<file path="src/rtl/gm_pkg.sv">
package gm_pkg;
    // Default signed component width; sum and root widths derive from it.
    localparam int unsigned GM_COMP_W_DEF = 17;

    function automatic int unsigned gm_sum_width(int unsigned comp_w);
        return 2 * comp_w;
    endfunction
endpackage

</file>
<file path="src/rtl/gm_square_sum.sv">
module gm_square_sum #(
    parameter int unsigned COMP_W = gm_pkg::GM_COMP_W_DEF
) (
    input  logic                              clk,
    input  logic                              rst_n,
    input  logic                              in_valid,
    input  logic signed [COMP_W-1:0]          comp_x,
    input  logic signed [COMP_W-1:0]          comp_y,
    input  logic signed [COMP_W-1:0]          comp_z,
    output logic                              sum_valid,
    output logic [gm_pkg::gm_sum_width(COMP_W)-1:0] sum_sq
);
    localparam int unsigned SQ_W  = 2 * COMP_W;
    localparam int unsigned SUM_W = gm_pkg::gm_sum_width(COMP_W);
    localparam logic [SUM_W-1:0] SUM_MAX = SUM_W'(3) << (2 * COMP_W - 2);

    typedef struct packed {
        logic                       v;
        logic [2:0][SQ_W-1:0]       sq;
    } sq_stage_t;

    typedef struct packed {
        logic                       v;
        logic [SUM_W-1:0]           sum;
    } add_stage_t;

    sq_stage_t  sq_d,  sq_q;
    add_stage_t add_d, add_q;

    logic [2:0][COMP_W-1:0] comps;
    assign comps = {comp_z, comp_y, comp_x};

    always_comb begin
        sq_d.v = in_valid;
        for (int i = 0; i < 3; i++) begin
            logic [COMP_W-1:0] mag;
            mag = comps[i][COMP_W-1] ? (~comps[i] + 1'b1) : comps[i];
            sq_d.sq[i] = SQ_W'(mag) * SQ_W'(mag);
        end
        add_d.v   = sq_q.v;
        add_d.sum = SUM_W'(sq_q.sq[0]) + SUM_W'(sq_q.sq[1]) + SUM_W'(sq_q.sq[2]);
    end

    always_ff @(posedge clk or negedge rst_n) begin
        if (!rst_n) begin
            sq_q  <= '0;
            add_q <= '0;
        end else begin
            sq_q  <= sq_d;
            add_q <= add_d;
        end
    end

    assign sum_valid = add_q.v;
    assign sum_sq    = add_q.sum;

    AST_SUM_BOUND: assert property (@(posedge clk) disable iff (!rst_n)
        add_q.v |-> (add_q.sum <= SUM_MAX));
endmodule

</file>
<file path="src/rtl/gm_root_step.sv">
module gm_root_step #(
    parameter int unsigned SUM_W  = 34,
    parameter int unsigned ROOT_W = 17,
    parameter int unsigned BIT    = 0
) (
    input  logic                 clk,
    input  logic                 rst_n,
    input  logic                 in_v,
    input  logic [SUM_W-1:0]     in_rad,
    input  logic [ROOT_W-1:0]    in_root,
    input  logic [ROOT_W:0]      in_rem,
    output logic                 out_v,
    output logic [SUM_W-1:0]     out_rad,
    output logic [ROOT_W-1:0]    out_root,
    output logic [ROOT_W:0]      out_rem
);
    localparam int unsigned REM_W = ROOT_W + 1;
    localparam int unsigned EXT_W = ROOT_W + 3;

    typedef struct packed {
        logic                v;
        logic [SUM_W-1:0]    rad;
        logic [ROOT_W-1:0]   root;
        logic [REM_W-1:0]    rem;
    } step_t;

    step_t st_d, st_q;
    logic [EXT_W-1:0] ext_rem, trial;

    always_comb begin
        ext_rem = {in_rem, in_rad[2*BIT+1 -: 2]};
        trial   = {1'b0, in_root, 2'b01};
        st_d.v   = in_v;
        st_d.rad = in_rad;
        if (ext_rem >= trial) begin
            st_d.rem  = REM_W'(ext_rem - trial);
            st_d.root = {in_root[ROOT_W-2:0], 1'b1};
        end else begin
            st_d.rem  = REM_W'(ext_rem);
            st_d.root = {in_root[ROOT_W-2:0], 1'b0};
        end
    end

    always_ff @(posedge clk or negedge rst_n) begin
        if (!rst_n) st_q <= '0;
        else        st_q <= st_d;
    end

    assign out_v    = st_q.v;
    assign out_rad  = st_q.rad;
    assign out_root = st_q.root;
    assign out_rem  = st_q.rem;

    AST_REM_BOUND: assert property (@(posedge clk) disable iff (!rst_n)
        st_q.v |-> (st_q.rem <= {st_q.root, 1'b0}));
endmodule

</file>
<file path="src/rtl/gm_isqrt_pipe.sv">
module gm_isqrt_pipe #(
    parameter int unsigned SUM_W = 34
) (
    input  logic                   clk,
    input  logic                   rst_n,
    input  logic                   in_v,
    input  logic [SUM_W-1:0]       in_rad,
    output logic                   out_v,
    output logic [SUM_W/2-1:0]     out_root
);
    localparam int unsigned ROOT_W = SUM_W / 2;
    localparam int unsigned REM_W  = ROOT_W + 1;
    localparam int unsigned CHK_W  = SUM_W + 2;

    typedef struct packed {
        logic                v;
        logic [SUM_W-1:0]    rad;
        logic [ROOT_W-1:0]   root;
        logic [REM_W-1:0]    rem;
    } head_t;

    head_t head_d, head_q;

    always_comb begin
        logic [1:0] top2;
        top2        = in_rad[SUM_W-1 -: 2];
        head_d.v    = in_v;
        head_d.rad  = in_rad;
        head_d.root = ROOT_W'(|top2);
        head_d.rem  = REM_W'(top2 - {1'b0, |top2});
    end

    always_ff @(posedge clk or negedge rst_n) begin
        if (!rst_n) head_q <= '0;
        else        head_q <= head_d;
    end

    logic              st_v    [ROOT_W];
    logic [SUM_W-1:0]  st_rad  [ROOT_W];
    logic [ROOT_W-1:0] st_root [ROOT_W];
    logic [REM_W-1:0]  st_rem  [ROOT_W];

    assign st_v[0]    = head_q.v;
    assign st_rad[0]  = head_q.rad;
    assign st_root[0] = head_q.root;
    assign st_rem[0]  = head_q.rem;

    for (genvar j = 1; j < ROOT_W; j++) begin : g_step
        gm_root_step #(
            .SUM_W (SUM_W),
            .ROOT_W(ROOT_W),
            .BIT   (ROOT_W - 1 - j)
        ) step_i (
            .clk     (clk),
            .rst_n   (rst_n),
            .in_v    (st_v[j-1]),
            .in_rad  (st_rad[j-1]),
            .in_root (st_root[j-1]),
            .in_rem  (st_rem[j-1]),
            .out_v   (st_v[j]),
            .out_rad (st_rad[j]),
            .out_root(st_root[j]),
            .out_rem (st_rem[j])
        );
    end

    assign out_v    = st_v[ROOT_W-1];
    assign out_root = st_root[ROOT_W-1];

    logic [CHK_W-1:0] chk_sq, chk_next, chk_rad;
    always_comb begin
        chk_sq   = CHK_W'(out_root) * CHK_W'(out_root);
        chk_next = chk_sq + (CHK_W'(out_root) << 1) + CHK_W'(1);
        chk_rad  = CHK_W'(st_rad[ROOT_W-1]);
    end

    AST_ROOT_EXACT: assert property (@(posedge clk) disable iff (!rst_n)
        out_v |-> ((chk_sq <= chk_rad) && (chk_rad < chk_next)));
endmodule

</file>
<file path="src/rtl/gradient_magnitude.sv">
module gradient_magnitude #(
    parameter int unsigned COMP_W = gm_pkg::GM_COMP_W_DEF
) (
    input  logic                     clk,
    input  logic                     rst_n,
    input  logic                     in_valid,
    input  logic signed [COMP_W-1:0] grad_x,
    input  logic signed [COMP_W-1:0] grad_y,
    input  logic signed [COMP_W-1:0] grad_z,
    output logic                     out_valid,
    output logic [COMP_W-1:0]        out_mag
);
    localparam int unsigned SUM_W   = gm_pkg::gm_sum_width(COMP_W);
    localparam int unsigned LATENCY = COMP_W + 2;
    localparam int unsigned CNT_W   = $clog2(LATENCY + 1) + 1;

    logic             sum_valid;
    logic [SUM_W-1:0] sum_sq;

    gm_square_sum #(.COMP_W(COMP_W)) sqsum_i (
        .clk      (clk),
        .rst_n    (rst_n),
        .in_valid (in_valid),
        .comp_x   (grad_x),
        .comp_y   (grad_y),
        .comp_z   (grad_z),
        .sum_valid(sum_valid),
        .sum_sq   (sum_sq)
    );

    gm_isqrt_pipe #(.SUM_W(SUM_W)) root_i (
        .clk     (clk),
        .rst_n   (rst_n),
        .in_v    (sum_valid),
        .in_rad  (sum_sq),
        .out_v   (out_valid),
        .out_root(out_mag)
    );

    // Occupancy tracker for the latency property only.
    logic [CNT_W-1:0] inflight_d, inflight_q;

    always_comb begin
        inflight_d = inflight_q + CNT_W'(in_valid) - CNT_W'(out_valid);
    end

    always_ff @(posedge clk or negedge rst_n) begin
        if (!rst_n) inflight_q <= '0;
        else        inflight_q <= inflight_d;
    end

    AST_INFLIGHT_BOUND: assert property (@(posedge clk) disable iff (!rst_n)
        inflight_q <= CNT_W'(LATENCY));
    AST_NO_SPURIOUS_OUT: assert property (@(posedge clk) disable iff (!rst_n)
        out_valid |-> (inflight_q != '0));
endmodule

</file>
<file path="config.mk">
export PLATFORM = sky130hd
export DESIGN_NAME = gradient_magnitude
export DESIGN_NICKNAME = d
export VERILOG_FILES = /design/src/rtl/gm_pkg.sv /design/src/rtl/gm_square_sum.sv /design/src/rtl/gm_root_step.sv /design/src/rtl/gm_isqrt_pipe.sv /design/src/rtl/gradient_magnitude.sv
export SDC_FILE = /design/constraint.sdc
export NUM_CORES = 2
export LEC_CHECK = 0
export BUFFER_PORTS_ARGS = -buffer_cell sky130_fd_sc_hd__buf_2
export CAP_MARGIN = 0
export CORE_MARGIN = 5
export CORE_UTILIZATION = 50
export DETAILED_ROUTE_END_ITERATION = 7
export GPL_ROUTABILITY_DRIVEN = 0
export HOLD_SLACK_MARGIN = 0.02
export PLACE_DENSITY = 0.62
export SLEW_MARGIN = 20
export SYNTH_ARGS = -nofsm -noshare
export SYNTH_HDL_FRONTEND = slang
export SYNTH_SLANG_ARGS = --single-unit
</file>
<file path="constraint.sdc">
create_clock -name clk -period 3.6 [get_ports clk]
set_clock_uncertainty 0.1 [all_clocks]
set_input_delay 0.18 -clock clk [delete_from_list [all_inputs] [get_ports clk]]
set_output_delay 0.18 -clock clk [all_outputs]
set_load 0.01 [all_outputs]
</file>
==> impl_metrics.yaml <==
worst_setup_path:
  cp-endpoint: "sqsum_i.sq_q[99]"
  cp_max_fo: 4
  cp.required_ns: 4.06
  rr_worst_depth: 12
  max_stage_delay_ns: 0.55
  crit_start: "grad_z[1]"
  path_depth: 29
  critPathLaunchType: "input pin"
  rr_endpoint: "sqsum_i.sum_sq[32]"
  cp_slowest_cell: "fa_1"
  setup.worst_path.end_class: "flip-flop"
  crit_family: "adder cells"
  regToRegSetupSlack_ns: 0.03
  crit_top_cell: "fa_1"
  reg2reg_from: "sqsum_i.sq_q[13]"
  worst-path-buf-inv: 7
  cp.arrival_ns: 7.02
  worst-setup-path-type: "in -> reg"
clocking:
  cts_tree: "yes"
  clk_pin_slew_ns: 0.06
  h-tree-depth: 3
  cts_buffers: 87
  clk_latency_ns: 0.66
  clk_path_buf_depth: 3
  clock_sinks: 845
  cts_root_buf: "clkbuf_16"
drt:
  vias: 41700
  avgRoutedWirePerCell_um: 16.1
  wirelength_mm: 133
  viasPerCell: 5.03
  antenna_left: 0
  first_pass_iters: 5
  drt_drc_violations_left: 0
  drt_iter0_markers: 1882
sta:
  worst_pin_slew_ns: 0.774
  layout_setup_ws_ns: -2.96
  period_share: 1.82
  fin_crit_ns: 6.56
  rsz0062_at_grt: "true"
  slew_violations: 0
  finalHoldViolCount: 0
  slew_headroom: 0.477
  final-setup-viol-count: 84
  fmax_mhz: 152
floorplan:
  core_area_sq_um: 118000
  dieArea_sq_um: 125000
  io_pins: 72
  num_rows: 126
  initial_utilization: 0.502
  fp.dieH_um: 354
  die_width_um: 354
synth:
  yosysWarnings: 0
  yosysSeqAreaShare: 0.357
  ys_async_sr_fraction: 1.00
  synthMuxAreaShare: 0.00619
  synth_edf_count: 0
  synth_seq_cells: 845
  synthXorXnorAreaFrac: 0.0585
  synth-simple-area-share: 0.0974
  netlist-cell-type-count: 89
  avgSynthCellArea_sq_um: 10.5
  synthesis.area_sq_um: 59300
  synth_top_family_by_area: "adder cells"
  synthCells: 5667
  synth_ff_type: "dfrtp_1"
  yosys.area_share.adder: 0.316
  synth_compound_area_frac: 0.0891
place:
  portBuffers: 71
  dp_hpwl_mm: 106
  dp_cells: 7986
worst_hold_path:
  min_path_type: "in -> async"
finish:
  multi_input_area_sq_um: 37500
  regArea_sq_um: 21100
  diodes: 0
  drive_gt1_frac: 0.275
  area_growth_pct: 28.2
  nets: 7870
  n_fill_cell: 9231
  final_cells: 8293
run:
  cap_violations: 0
global_routing:
  overflow: 0
  grt_max_degree: 91
  grt_pass1_vias: 44700
  grt_pass1_wl_mm: 223
  grt.total_usage: 0.216
  antenna_found_initial: 1
status:
  status: "finished, violations left"
  violations: "negative setup slack"
## what timing repair did
action,4_1_cts,5_1_grt
resized for setup,390,242
pin swaps,270,238
setup buffers,97,75
setup endpoints to repair,90,93
hold buffers,10,0
endpoints found under the hold margin,378,0
## worst reg2reg max path, stage by stage, from the launching register on
cell	delay [ns]
dfrtp_1	0.42
fa_1	0.49
ha_1	0.38
and3_1	0.28
nand2_1	0.13
a21oi_1	0.05
a211oi_1	0.33
o31ai_2	0.18
a221o_1	0.37
a41oi_2	0.29
nand4_1	0.16
o311ai_2	0.13
buf_4	0.18
## how the worst min path moves through the flow
stage / cells after the start / endpoint / startpoint / slack, ns
final: 2 / root_i.g_step[15].step_i.out_rem[1] / rst_n / 0.06
after global routing: 2 / sqsum_i.add_d[34] / in_valid / 0.06
after CTS: 2 / sqsum_i.add_d[34] / in_valid / 0.02
after detailed placement: 1 / root_i.g_step[10].step_i.out_root[6] / rst_n / 0.13
after global placement: 1 / root_i.g_step[10].step_i.out_root[6] / rst_n / 0.12
after floorplan: 0 / root_i.g_step[10].step_i.out_rad[0] / rst_n / -0.22
## synth_stat cells, drive strengths merged (32+ instances only)
library cell  instances  area [sq um]
inv                1085          4080
nor2                336          1260
fa                  609         12200
dfrtp               845         21100
a21o                125           938
nor3                 75           375
o21ai               194           975
nor4                 33           206
a21oi               240          1200
nand3                54           270
clkbuf               98           368
nor2b                50           313
nand4                32           200
xnor2               252          2210
ha                  520          6510
o21a                 58           435
xor2                141          1250
nand2               447          1690
nand2b               64           400
## kinds of logic after synthesis
logic type | after synthesis
buffers and inverters | 1199
other | 2
xor gates and xnor gates | 393
and+or+nand+nor | 1237
adders and majority gates | 1129
DFF | 845
AOI/OAI and AO/OA | 829
muxes | 33
## area by class of cell
cell class	instances	area share
inverter	1093	0.0555
sequential	845	0.278
tap	1536	0.0253
multi-input combinational	3661	0.494
clock inverter	46	0.00863
timing repair buffer	999	0.106
clock buffer	113	0.0318
## flip-flops by register name, summed over array words and instances, names as in the netlist
register                       count
root_i.head_q                     37
root_i.g_step.step_i.out_v        16
root_i.g_step.step_i.out_rad     240
sqsum_i.sum_sq                    34
sqsum_i.add_d                      1
sqsum_i.sum_valid                  1
sqsum_i.sq_q                      99
root_i.g_step.step_i.out_root    152
root_i.g_step.step_i.out_rem     265
## through the flow
| stage | worst slack, ns | area, sq um | TNS [ns] | hold WS, ns | util |
|---|---|---|---|---|---|
| CTS | -2.89 | 74600 | -182.76 | 0.0243 | 0.633 |
| finish | -2.96 | 76000 | -188.01 | 0.0550 | 0.644 |
| global placement | -3.80 | 69000 | -254.73 | 0.124 | 0.585 |
| global route | -3.21 | 76000 | -202.51 | 0.0597 | 0.644 |
| detailed placement | -3.88 | 69000 | -258.53 | 0.129 | 0.585 |
| floorplan | -3.38 | 61400 | -206.88 | -0.216 | - |
## routing by layer
layer,track usage,routed length (um),vias up
li1,-,-,20100
met1,0.278,55800,20900
met2,0.395,70100,561
met3,0.0236,4290,171
met4,0.0502,2980,0
met5,0,0,-
## placed cells by master, fill, tap and decap left out, drive strengths merged, types with 30 or more instances in the layout
| master | count |
|---|---|
| a21o | 125 |
| a21oi | 240 |
| and3 | 30 |
| buf | 989 |
| clkbuf | 113 |
| clkinv | 32 |
| conb | 40 |
| dfrtp | 845 |
| fa | 609 |
| ha | 520 |
| inv | 1087 |
| nand2 | 447 |
| nand2b | 64 |
| nand3 | 54 |
| nand4 | 32 |
| nor2 | 336 |
| nor2b | 50 |
| nor3 | 75 |
| nor4 | 33 |
| o21a | 58 |
| o21ai | 194 |
| xnor2 | 252 |
| xor2 | 141 |
Power is not shown: default switching activity piles up to over one toggle a cycle in this logic, so the estimate is an artifact.
